<file path="config.mk">
export PLATFORM = sky130hd
export DESIGN_NAME = ds_pixel_pe
export DESIGN_NICKNAME = d
export VERILOG_FILES = /design/src/rtl/ds_pe_pkg.sv /design/src/rtl/ds_pe_resync.sv /design/src/rtl/ds_pe_ctx_bank.sv /design/src/rtl/ds_pe_datapath.sv /design/src/rtl/ds_pe_outreg.sv /design/src/rtl/ds_pixel_pe.sv
export SDC_FILE = /design/constraint.sdc
export NUM_CORES = 1
export LEC_CHECK = 0
export ABC_AREA = 1
export BUFFER_PORTS_ARGS = -buffer_cell sky130_fd_sc_hd__buf_2
export CAP_MARGIN = 40
export CORE_MARGIN = 1
export CORE_UTILIZATION = 29
export DETAILED_ROUTE_END_ITERATION = 16
export PLACE_DENSITY_LB_ADDON = 0.08
export SLEW_MARGIN = 20
export SYNTH_ARGS = -nofsm -noshare
export SYNTH_HDL_FRONTEND = slang
export SYNTH_SLANG_ARGS = --single-unit
</file>
<file path="constraint.sdc">
create_clock -name clk_i -period 10.1 [get_ports clk_i]
set_input_delay 2.02 -clock clk_i [delete_from_list [all_inputs] [get_ports clk_i]]
set_output_delay 2.02 -clock clk_i [all_outputs]
set_load 0.01 [all_outputs]
</file>
<file path="src/rtl/ds_pe_pkg.sv">
package ds_pe_pkg;
  localparam int PIX_W     = 12;
  localparam int GAIN_W    = 8;
  localparam int GAIN_FRAC = 4;
  localparam int OFS_W     = 13;
  localparam int N_STR     = 2;
  localparam int TAG_W     = (N_STR > 1) ? $clog2(N_STR) : 1;
  localparam int PROD_W    = PIX_W + GAIN_W;
  localparam int SCL_W     = PROD_W - GAIN_FRAC;
  localparam int SUM_W     = ((SCL_W > OFS_W) ? SCL_W : OFS_W) + 2;
  localparam int PIX_MAX   = (1 << PIX_W) - 1;

  typedef struct packed {
    logic [GAIN_W-1:0] gain;
    logic [OFS_W-1:0]  ofs;
    logic              en;
  } ctx_t;

  localparam ctx_t CTX_RST = '{gain: GAIN_W'(1 << GAIN_FRAC), ofs: '0, en: 1'b0};

  typedef struct packed {
    logic             v;
    logic             sof;
    logic [PIX_W-1:0] pix;
  } beat_t;
endpackage

</file>
<file path="src/rtl/ds_pe_resync.sv">
module ds_pe_resync
  import ds_pe_pkg::*;
(
  input  logic             clk_i,
  input  logic             rst_ni,
  input  beat_t            in_i [N_STR],
  output logic [N_STR-1:0] ready_o,
  output beat_t            issue_o,
  output logic [TAG_W-1:0] issue_tag_o
);
  logic [TAG_W-1:0] slot_q;
  beat_t            buf_q [N_STR];

  always_ff @(posedge clk_i or negedge rst_ni) begin
    if (!rst_ni)                         slot_q <= '0;
    else if (slot_q == TAG_W'(N_STR-1))  slot_q <= '0;
    else                                 slot_q <= slot_q + 1'b1;
  end

  for (genvar g = 0; g < N_STR; g++) begin : g_buf
    assign ready_o[g] = !buf_q[g].v;

    // a full buffer only drains in its own slot; an empty one only fills
    always_ff @(posedge clk_i or negedge rst_ni) begin
      if (!rst_ni)                          buf_q[g] <= '0;
      else if (in_i[g].v && ready_o[g])     buf_q[g] <= in_i[g];
      else if (slot_q == TAG_W'(g))         buf_q[g].v <= 1'b0;
    end
  end

  // data selector: slot owner feeds the datapath
  assign issue_o     = buf_q[slot_q];
  assign issue_tag_o = slot_q;
endmodule

</file>
<file path="src/rtl/ds_pe_ctx_bank.sv">
module ds_pe_ctx_bank
  import ds_pe_pkg::*;
(
  input  logic             clk_i,
  input  logic             rst_ni,
  input  logic             cfg_we_i,
  input  logic [TAG_W-1:0] cfg_sel_i,
  input  ctx_t             cfg_ctx_i,
  input  logic             issue_v_i,
  input  logic             issue_sof_i,
  input  logic [TAG_W-1:0] issue_tag_i,
  output ctx_t             ctx_o
);
  ctx_t shadow_q [N_STR];
  ctx_t active_q [N_STR];
  logic swap;

  assign swap = issue_v_i && issue_sof_i;

  for (genvar g = 0; g < N_STR; g++) begin : g_ctx
    always_ff @(posedge clk_i or negedge rst_ni) begin
      if (!rst_ni)                                  shadow_q[g] <= CTX_RST;
      else if (cfg_we_i && cfg_sel_i == TAG_W'(g))  shadow_q[g] <= cfg_ctx_i;
    end

    always_ff @(posedge clk_i or negedge rst_ni) begin
      if (!rst_ni)                                  active_q[g] <= CTX_RST;
      else if (swap && issue_tag_i == TAG_W'(g))    active_q[g] <= shadow_q[g];
    end
  end

  // frame-start pixel already uses the context it promotes
  assign ctx_o = swap ? shadow_q[issue_tag_i] : active_q[issue_tag_i];
endmodule

</file>
<file path="src/rtl/ds_pe_datapath.sv">
module ds_pe_datapath
  import ds_pe_pkg::*;
(
  input  logic             clk_i,
  input  logic             rst_ni,
  input  beat_t            issue_i,
  input  logic [TAG_W-1:0] issue_tag_i,
  input  ctx_t             ctx_i,
  output logic             res_v_o,
  output logic [TAG_W-1:0] res_tag_o,
  output logic [PIX_W-1:0] res_pix_o,
  output logic             res_sof_o,
  output logic [PIX_W-1:0] op_pix_o
);
  // isolation operand stage
  logic             op_v_q, op_sof_q;
  logic [TAG_W-1:0] op_tag_q;
  logic [PIX_W-1:0] op_pix_q;
  ctx_t             op_ctx_q;

  always_ff @(posedge clk_i or negedge rst_ni) begin
    if (!rst_ni) begin
      op_v_q   <= 1'b0;
      op_sof_q <= 1'b0;
      op_tag_q <= '0;
      op_pix_q <= '0;
      op_ctx_q <= CTX_RST;
    end else begin
      op_v_q <= issue_i.v;
      if (issue_i.v) begin
        op_sof_q <= issue_i.sof;
        op_tag_q <= issue_tag_i;
        op_pix_q <= issue_i.pix;
        op_ctx_q <= ctx_i;
      end
    end
  end

  assign op_pix_o = op_pix_q;

  // scale stage
  logic [PROD_W-1:0] prod;
  assign prod = {{GAIN_W{1'b0}}, op_pix_q} * {{PIX_W{1'b0}}, op_ctx_q.gain};

  logic             p_v_q, p_sof_q, p_en_q;
  logic [TAG_W-1:0] p_tag_q;
  logic [PIX_W-1:0] p_pix_q;
  logic [SCL_W-1:0] p_scl_q;
  logic [OFS_W-1:0] p_ofs_q;

  always_ff @(posedge clk_i or negedge rst_ni) begin
    if (!rst_ni) begin
      p_v_q   <= 1'b0;
      p_sof_q <= 1'b0;
      p_en_q  <= 1'b0;
      p_tag_q <= '0;
      p_pix_q <= '0;
      p_scl_q <= '0;
      p_ofs_q <= '0;
    end else begin
      p_v_q <= op_v_q;
      if (op_v_q) begin
        p_sof_q <= op_sof_q;
        p_en_q  <= op_ctx_q.en;
        p_tag_q <= op_tag_q;
        p_pix_q <= op_pix_q;
        p_scl_q <= prod[PROD_W-1:GAIN_FRAC];
        p_ofs_q <= op_ctx_q.ofs;
      end
    end
  end

  // offset and clamp, registered by the per-stream output stage
  logic [SUM_W-1:0] sum;
  logic [PIX_W-1:0] clamped;

  assign sum = {{(SUM_W-SCL_W){1'b0}}, p_scl_q}
             + {{(SUM_W-OFS_W){p_ofs_q[OFS_W-1]}}, p_ofs_q};

  always_comb begin
    if (sum[SUM_W-1])                  clamped = '0;
    else if (sum > SUM_W'(PIX_MAX))    clamped = PIX_W'(PIX_MAX);
    else                               clamped = sum[PIX_W-1:0];
  end

  assign res_v_o   = p_v_q;
  assign res_tag_o = p_tag_q;
  assign res_sof_o = p_sof_q;
  assign res_pix_o = p_en_q ? clamped : p_pix_q;
endmodule

</file>
<file path="src/rtl/ds_pe_outreg.sv">
module ds_pe_outreg
  import ds_pe_pkg::*;
#(
  parameter int ID = 0
) (
  input  logic             clk_i,
  input  logic             rst_ni,
  input  logic             res_v_i,
  input  logic [TAG_W-1:0] res_tag_i,
  input  logic [PIX_W-1:0] res_pix_i,
  input  logic             res_sof_i,
  output logic [PIX_W-1:0] pix_o,
  output logic             valid_o,
  output logic             sof_o
);
  logic hit;
  assign hit = res_v_i && (res_tag_i == TAG_W'(ID));

  always_ff @(posedge clk_i or negedge rst_ni) begin
    if (!rst_ni) begin
      pix_o   <= '0;
      valid_o <= 1'b0;
      sof_o   <= 1'b0;
    end else begin
      valid_o <= hit;
      if (hit) begin
        pix_o <= res_pix_i;
        sof_o <= res_sof_i;
      end
    end
  end
endmodule

</file>
<file path="src/rtl/ds_pixel_pe.sv">
module ds_pixel_pe
  import ds_pe_pkg::*;
(
  input  logic              clk_i,
  input  logic              rst_ni,
  input  logic [PIX_W-1:0]  s1_pix_i,
  input  logic              s1_valid_i,
  input  logic              s1_sof_i,
  output logic              s1_ready_o,
  input  logic [PIX_W-1:0]  s2_pix_i,
  input  logic              s2_valid_i,
  input  logic              s2_sof_i,
  output logic              s2_ready_o,
  input  logic              cfg_we_i,
  input  logic [TAG_W-1:0]  cfg_sel_i,
  input  logic [GAIN_W-1:0] cfg_gain_i,
  input  logic [OFS_W-1:0]  cfg_ofs_i,
  input  logic              cfg_en_i,
  output logic [PIX_W-1:0]  o1_pix_o,
  output logic              o1_valid_o,
  output logic              o1_sof_o,
  output logic [PIX_W-1:0]  o2_pix_o,
  output logic              o2_valid_o,
  output logic              o2_sof_o
);
  beat_t            in_beat [N_STR];
  logic [N_STR-1:0] rdy;
  beat_t            issue;
  logic [TAG_W-1:0] issue_tag;
  ctx_t             cfg_ctx, cur_ctx;
  logic             issue_v;
  logic             res_v, res_sof;
  logic [TAG_W-1:0] res_tag;
  logic [PIX_W-1:0] res_pix;
  logic [PIX_W-1:0] op_pix;

  assign in_beat[0] = '{v: s1_valid_i, sof: s1_sof_i, pix: s1_pix_i};
  assign in_beat[1] = '{v: s2_valid_i, sof: s2_sof_i, pix: s2_pix_i};
  assign s1_ready_o = rdy[0];
  assign s2_ready_o = rdy[1];
  assign cfg_ctx    = '{gain: cfg_gain_i, ofs: cfg_ofs_i, en: cfg_en_i};
  assign issue_v    = issue.v;

  ds_pe_resync u_resync (
    .clk_i       (clk_i),
    .rst_ni      (rst_ni),
    .in_i        (in_beat),
    .ready_o     (rdy),
    .issue_o     (issue),
    .issue_tag_o (issue_tag)
  );

  ds_pe_ctx_bank u_ctx (
    .clk_i       (clk_i),
    .rst_ni      (rst_ni),
    .cfg_we_i    (cfg_we_i),
    .cfg_sel_i   (cfg_sel_i),
    .cfg_ctx_i   (cfg_ctx),
    .issue_v_i   (issue.v),
    .issue_sof_i (issue.sof),
    .issue_tag_i (issue_tag),
    .ctx_o       (cur_ctx)
  );

  ds_pe_datapath u_dp (
    .clk_i       (clk_i),
    .rst_ni      (rst_ni),
    .issue_i     (issue),
    .issue_tag_i (issue_tag),
    .ctx_i       (cur_ctx),
    .res_v_o     (res_v),
    .res_tag_o   (res_tag),
    .res_pix_o   (res_pix),
    .res_sof_o   (res_sof),
    .op_pix_o    (op_pix)
  );

  logic [PIX_W-1:0] out_pix [N_STR];
  logic [N_STR-1:0] out_v, out_sof;

  for (genvar g = 0; g < N_STR; g++) begin : g_out
    ds_pe_outreg #(.ID(g)) u_out (
      .clk_i     (clk_i),
      .rst_ni    (rst_ni),
      .res_v_i   (res_v),
      .res_tag_i (res_tag),
      .res_pix_i (res_pix),
      .res_sof_i (res_sof),
      .pix_o     (out_pix[g]),
      .valid_o   (out_v[g]),
      .sof_o     (out_sof[g])
    );
  end

  assign o1_pix_o   = out_pix[0];
  assign o1_valid_o = out_v[0];
  assign o1_sof_o   = out_sof[0];
  assign o2_pix_o   = out_pix[1];
  assign o2_valid_o = out_v[1];
  assign o2_sof_o   = out_sof[1];
endmodule

</file>
==> run summary, run 1 <==
The flow ran to the end, and the final reports show no timing, DRC or antenna violations. TritonCTS built the clock tree. The number of nets handed over by synthesis was 1,804. The final routed DRC violation total is 0. At the end of routability-driven placement, the weighted congestion stood at 0.845. The number of storage elements in the synthesis netlist works out to 227.

The library cell used most frequently in the layout, excluding fill and tap cells, is sky130_fd_sc_hd__nand2_1. After synthesis, flip-flops and latches occupy 42.8% of the total area. For the cell count after synthesis, the log shows 1,635. For the number of hold violations in the final report, the log shows 0. The first detailed-routing pass ran for 8 iterations. The first global-routing pass estimated 57,200 microns of wire.

Based on the critical path, the design can be clocked at up to 0.207 GHz. The number of placement rows is 78. Together, buffers and inverters on the worst path number 3. The maximum number of pins on one net before global-route repair is 112. The worst pin sits at a relative slew slack of 37.7%. The signal on the critical path passes through nand2_1 > fa_1 > fa_1 > inv_1 > fa_1 > inv_1 > fa_1 > inv_1 > ha_1 > nand2_1 > a21oi_1 > nor2_1 > o21ai_1 > a21boi_1 > o21ai_0 > or2_1 > nand3_1 > nand2_1.

The standard cell core area was 45,300 sq um; the number of cells traversed by the worst hold path was 2. Once detailed placement completed, the half-perimeter wirelength came to 26,000 microns. The run gives 84 as the total I/O pin count. The library cell with the largest summed area after synthesis is sky130_fd_sc_hd__dfrtp_1.

Following the worst setup path forward leads to its endpoint at u_dp.p_scl_q[11]. Signal routing reaches up to met4. The initial core utilization is 29.4%, and the routed length per placed instance is 15.2 microns. Counting stages on the worst path, the most repeated cell is sky130_fd_sc_hd__fa_1. After detailed routing, the total wire length is 35,100 microns. No sink is reached through more buffers than the 3 on the longest clock path.

The critical path's top delay family was adder cells. The die is 216 microns wide. Across the run, the number of max-cap violations was 0. Cells with a size suffix above 1 make up 11.5% of the layout. The number of levels in the clock H-tree is 1. The root buffer selected by CTS is sky130_fd_sc_hd__clkbuf_16.

For this block, wires on met1 add up to 17,200 microns. Of the total synthesized cell area, the portion taken by XOR and XNOR cells is 1.19%. Along the worst path, the maximum fanout reaches 13. With fillers left out, the area of the finished cells amounts to 15,300 sq um. The critical path depth in cells is 18, and the count of pins over their slew limit is 0. The transition at the pin with the smallest max-transition slack is 934 ps, and the remaining global-route overflow is 0. The overall global routing resource usage was 15.3%. The worst register-to-register path has a depth of 18. The share of the synthesized area in the top cell type is 41.8%, and the via density per instance is 4.44. STA puts the critical path data required time at 10,590 ps. In the final design database the tool counted 1,861 nets. The number of gates resized after CTS was 0. The start of the worst register-to-register path was u_dp.op_ctx_q[21]. After layout, the minimum clock period comes to 4830 ps.

For the final database, setup skew stands at 8.80 ps. The number of enable flip-flop cells after synthesis is 0, and the mapped cell area is 13,300 sq um. For the number of design-rule violations left by the first detailed-router iteration, the log shows 562.

After layout, the worst path uses 47.8% of the clock period. The adder-cell share of the synthesized area came out at 14.3%. The type of the worst setup path was reg -> reg. The number of port buffers was 83; the arrival time reported for the critical path endpoint was 5320 ps. Setup repair after global routing left no endpoint under its margin. The area growth from synthesis to layout is 14.9%.

TritonCTS created 29 clock buffers. The count of nets left with antenna violations once routing finished came out at 0. The sum of met3 wire segment lengths after detailed routing was 1170 microns. After clock tree synthesis, the clock-pin slew on the worst setup and hold paths is 60 ps. The post-synthesis share of cell area spent on and, or, nand and nor gates works out to 21.0%. By area, the combinational part of the netlist is dominated by simple AND/OR/NAND/NOR gates. The multiplexer fraction of the synthesized cell area came out at 2.03%. The average footprint of a synthesized cell is 8.13 sq um. The logs give 5270 ps for the worst-case register-to-register setup slack and 16,100 microns for the amount of wire on met2 after detailed routing.

For the worst-skew pair, the clock arrives at the later sink with an insertion delay of 560 ps. The maximum single-stage delay on the critical path is 610 ps, and the die outline height is 216 microns. Detailed routing inserted a total of 10.3k vias. The element type at the critical path end is a flop. The count of different cell masters after synthesis is 41. Cell with the biggest individual delay on the critical path: sky130_fd_sc_hd__dfrtp_1. In this run the worst hold path is classified as reg -> reg.

The number of warnings printed during yosys synthesis came out at 0. The leading register cell type out of synthesis is sky130_fd_sc_hd__dfrtp_1. The area of the die was 46,700 sq um; the instance area at placement was 14,300 sq um. The number of antenna diodes in the final layout is 0. The beginning of the critical path is u_dp.op_ctx_q[21].

STA classifies the critical path startpoint as a flop. The endpoint identified for the worst register-to-register timing path is u_dp.p_scl_q[11]. The tools report the via count of the first global-routing pass as 10.4k. The tools report the initial antenna violation count as 1. After synthesis, the cell types taking the most area are sky130_fd_sc_hd__dfrtp_1 (42%), sky130_fd_sc_hd__nand2_1 (17%), sky130_fd_sc_hd__fa_1 (9.2%), sky130_fd_sc_hd__inv_1 (7.3%), sky130_fd_sc_hd__ha_1 (5.1%). Total negative setup slack: 0 ps. The logs give 0 for the number of buffers added for setup after CTS and 227 for the CTS sink count. Summing the areas of all compound-gate instances in the mapped netlist gives 8.92% of the synthesized area. The setup violation total in the final timing report is 0. In this run, post-CTS hold repair placed 0 buffers. The library cells used most frequently in the layout, excluding fill and tap cells, are sky130_fd_sc_hd__nand2_1 (587), sky130_fd_sc_hd__inv_1 (259), sky130_fd_sc_hd__dfrtp_1 (222). For this run, asynchronously set or reset flops after synthesis account for 100%.
==> worst register-to-register path: cells and delay by family (launching register included) <==
kind / cells / cell delay (ps)
compound gates: 4 / 920
fa+ha+maj: 5 / 2500
buf+inv: 3 / 150
flops: 1 / 610
simple gates: 6 / 590
==> worst min-delay path by stage <==
| stage | end | start | slack (ps) |
|---|---|---|---|
| 3_5_place_dp | u_ctx.active_q[21] | u_ctx.active_q[21] | 460 |
| 3_3_place_gp | u_ctx.active_q[21] | u_ctx.active_q[21] | 450 |
| 2_1_floorplan | u_dp.res_v_o | u_dp.op_v_q | 350 |
| 6_report | u_dp.p_pix_q[8] | u_dp.p_pix_q[8] | 470 |
| 5_1_grt | g_out[0].u_out.pix_o[2] | g_out[0].u_out.pix_o[2] | 490 |
| 4_1_cts | u_ctx.active_q[18] | u_ctx.active_q[18] | 470 |
==> final cells by class <==
type | instances | area, sq um
Tap cell | 600 | 751
Multi-Input combinational cell | 1067 | 6300
Clock buffer | 43 | 858
Fill cell | 4881 | 30000
Sequential cell | 227 | 5690
Clock inverter | 11 | 67.6
Inverter | 269 | 1010
Timing Repair Buffer | 98 | 598
==> logic make-up (layout without fill, tap and decap cells) <==
logic type	Yosys count	count (layout)
AOI/OAI and AO/OA	201	201
muxes	24	24
xor gates and xnor gates	18	18
and+or+nand+nor	709	709
adders and majority gates	115	115
DFF	227	227
buffers and inverters	341	421
==> synth_stat cells (7+ instances only) <==
cell / count
sky130_fd_sc_hd__a21oi_1: 31
sky130_fd_sc_hd__a31oi_1: 16
sky130_fd_sc_hd__a41oi_1: 21
sky130_fd_sc_hd__clkbuf_1: 60
sky130_fd_sc_hd__dfrtp_1: 222
sky130_fd_sc_hd__fa_1: 61
sky130_fd_sc_hd__ha_1: 54
sky130_fd_sc_hd__inv_1: 260
sky130_fd_sc_hd__inv_2: 7
sky130_fd_sc_hd__mux2_2: 24
sky130_fd_sc_hd__nand2_1: 589
sky130_fd_sc_hd__nand3_1: 28
sky130_fd_sc_hd__nand4_1: 13
sky130_fd_sc_hd__nor2_1: 59
sky130_fd_sc_hd__o211ai_1: 19
sky130_fd_sc_hd__o21ai_0: 98
sky130_fd_sc_hd__xnor2_1: 11
sky130_fd_sc_hd__xor2_1: 7
==> flip-flops by register name (all words and copies together) (netlist names), 2 cells and up <==
name,flops
u_resync.buf_q,28
u_ctx.active_q,44
u_ctx.shadow_q,44
u_dp.p_ofs_q,13
u_dp.p_pix_q,12
g_out.u_out.valid_o,2
u_dp.op_ctx_q,22
g_out.u_out.pix_o,24
u_dp.p_scl_q,16
g_out.u_out.sof_o,2
u_dp.op_pix_o,12
==> per-layer routing <==
metal	vias up	GRT usage, %
met5	-	0
met4	0	3.59
met3	42	2.05
met2	161	24.7
met1	4908	21.7
li1	5179	-
==> through the flow <==
stage          setup WS, ps  util [%]  hold WS [ps]  instances
3_3_place_gp           5330      31.5           453       2257
2_1_floorplan          5640         -           352       1635
4_1_cts                5250      33.6           470       2313
6_report               5270      33.7           468       2315
3_5_place_dp           5280      31.6           459       2259
5_1_grt                4930      33.7           495       2315
Power of run 1 is not shown: default switching activity piles up to over one toggle a cycle in this logic, so the estimate is an artifact.
==> run 2: changes to the inputs <==
- clock period: 10.1 -> 4.9 ns (I/O delays scaled with it)
==> run summary, run 2 (synthesis gave the netlist of run 1 again) <==
For this run, design rule violations remaining after detail routing come to 0. The die outline height is 216 microns, and the number of port buffers is 83. The tree is rooted in a sky130_fd_sc_hd__clkbuf_16. The repair_antennas step left the layout with diodes totalling 0.

Measured against its own limit, the worst slew margin works out to 43.1%. Leading cell type in the layout, fill and taps excluded: sky130_fd_sc_hd__nand2_1. The via count of the first global-routing pass is 10.5k, and the overall global routing resource usage is 15.4%. Summed over all failing endpoints, the final setup total negative slack is 0 ps. STA puts the critical path data arrival time at 5050 ps. For the final routed wirelength across all metal layers, the log shows 35,100 microns. Maximum operating frequency: 0.217 GHz.

Together, buffers and inverters on the worst path number 4. The tools report the routability congestion estimate as 0.821. Setup repair after global routing left no endpoint under its margin.

At the pin with the least slew margin, the transition time is 854 ps. TritonCTS built the clock tree. Amount of wire on met2 after detailed routing: 16,100 microns. The initial antenna violation count was 0; the number of standard cells in the final layout excluding fillers was 2,326.

The uppermost layer routed is met4. The top fanout value on the critical path was 9; the number of levels in the clock H-tree was 1. Setup violations remaining at the end of the flow were counted as 0. The cell with the biggest individual delay on the critical path is sky130_fd_sc_hd__fa_1. The logs give 17,300 microns for the met1 wire length and 10.3k for the total via count in the routed design.

For the count of pins over their slew limit, the log shows 0. The element type at the critical path end was a flop. The library cells used most frequently in the layout, excluding fill and tap cells, are sky130_fd_sc_hd__nand2_1 (587), sky130_fd_sc_hd__inv_1 (259), sky130_fd_sc_hd__dfrtp_1 (219). The first routing iteration left 532 violations.

84 I/O pins were placed. The worst setup path is of the reg -> reg kind. The logs give 0 for the remaining antenna violation count and 19.2 ps for the final setup skew.

The logs give 5690 sq um for the area occupied by registers and 1090 microns for the sum of met3 wire segment lengths after detailed routing. Traced cell by cell, the critical path runs through buf_4 > nand2_1 > inv_1 > fa_1 > fa_1 > inv_1 > fa_1 > fa_1 > inv_1 > ha_1 > a21oi_1 > a21oi_1 > nor2_1 > o21ai_1 > a21boi_1 > o21ai_0 > or2_1 > nand3_1 > nand2_1. Summed over all layers, the global routing overflow is 0.

The multi-input combinational cells in the finished layout cover a total of 6300 sq um. The final-layout fill cell count was 4,883; the worst-case hold slack was 440 ps. The clock reaches the later pin of the worst-skew pair after 570 ps. The final layout contains 1,874 nets. The total area inside the core boundary comes to 45,300 sq um. The critical path's top delay family was adder cells. The first global-routing pass estimated 57,400 microns of wire. The logs give 46,700 sq um for the area of the die and 29.4% for the initial core utilization. For the detailed-placement wirelength estimate, the log shows 26,200 microns.

The buffer depth of the longest clock path was 3; the maximum single-stage delay on the critical path was 550 ps. Synthesis-to-finish area growth: 16.4%. The number of iterations in the first detailed-routing pass is 4, and the cell count after placement is 2,272. After floorplanning, the core was divided into 78 placement rows.

Entering global routing, the biggest net connects 101 pins. The number of hold violations in the final report was 0. Clock-pin slew was measured on the worst setup and hold paths at 60 ps. The tool flagged a number of max-cap violations equal to 0. The flow ran to the end, and the final reports show no timing, DRC or antenna violations. Clock tree synthesis found a total of 227 sinks. The largest registers in the layout are u_ctx.active_q (44), u_ctx.shadow_q (44), u_resync.buf_q (28). From left edge to right edge, the die measures 216 microns. For the finished layout, the period the worst path requires is 4600 ps.

Library cell appearing most often on the critical path: sky130_fd_sc_hd__fa_1. In the final layout, the share of cells above drive strength 1 is 12.5%. The kind of path behind the tightest hold check was in -> async. After layout, the worst path uses 93.8% of the clock period.

STA classifies the critical path startpoint as a flop. The via density per instance is 4.43, and the clock buffer count from CTS is 29. At the worst endpoint, the required time is 5350 ps. After detailed routing, the average wire length per cell comes to 15.1 microns.
## run 2: area by class of cell
cell class                 instances  area share, %
clock inverter                    10          0.978
sequential                       227           36.8
timing repair buffer             111           4.48
tap                              600           4.85
inverter                         269           6.52
multi-input combinational       1067           40.7
clock buffer                      42           5.65
## run 2: path summary, 6_finish.rpt
| path | start | to | slack (ps) | cells past startpoint |
|---|---|---|---|---|
| worst max-delay path | u_dp.op_ctx_q[18] | u_dp.p_scl_q[11] | 300 | 19 |
| worst min-delay path | rst_ni | g_out[1].u_out.sof_o | 440 | 1 |
| worst max register to register | u_dp.op_ctx_q[18] | u_dp.p_scl_q[11] | 300 | 19 |
| worst min register to register | u_ctx.active_q[18] | u_ctx.active_q[18] | 470 | 2 |
| max in group asynchronous | rst_ni | u_ctx.shadow_q[18] | 3480 | 2 |
| min in group clk_i | u_ctx.active_q[18] | u_ctx.active_q[18] | 470 | 2 |
## run 2: worst reg2reg max path: stages (launching register included)
cell                       delay, ps
sky130_fd_sc_hd__dfstp_2         420
sky130_fd_sc_hd__buf_4           170
sky130_fd_sc_hd__nand2_1          60
sky130_fd_sc_hd__inv_1            60
sky130_fd_sc_hd__fa_1            460
sky130_fd_sc_hd__fa_1            540
sky130_fd_sc_hd__inv_1            50
sky130_fd_sc_hd__fa_1            460
sky130_fd_sc_hd__fa_1            550
sky130_fd_sc_hd__inv_1            50
sky130_fd_sc_hd__ha_1            340
sky130_fd_sc_hd__a21oi_1         190
sky130_fd_sc_hd__a21oi_1         110
sky130_fd_sc_hd__nor2_1          190
sky130_fd_sc_hd__o21ai_1         150
sky130_fd_sc_hd__a21boi_1        210
sky130_fd_sc_hd__o21ai_0         130
sky130_fd_sc_hd__or2_1           230
sky130_fd_sc_hd__nand3_1          60
sky130_fd_sc_hd__nand2_1          50
## run 2: per-stage QoR
step | area, sq um | setup WS, ps | utilization [%]
floorplan | 13300 | 444 | -
global placement | 14400 | 287 | 31.8
detailed placement | 14400 | 241 | 31.8
CTS | 15400 | 228 | 34.1
global route | 15500 | 19.9 | 34.2
finish | 15500 | 302 | 34.2
## run 2: layer usage
| metal | up-vias | GRT usage, % |
|---|---|---|
| met5 | - | 0 |
| met4 | 0 | 3.15 |
| met2 | 158 | 25.2 |
| met3 | 38 | 2.09 |
| li1 | 5209 | - |
| met1 | 4895 | 21.6 |
## run 2: repair_timing
item / 4_1_cts / 5_1_grt
resized for setup: 0 / 3
hold buffers: 0 / 0
setup endpoints to repair: 0 / 1
endpoints found under the hold margin: 0 / 0
buffers inserted: 0 / 1
Power of run 2 is left out for the same reason.
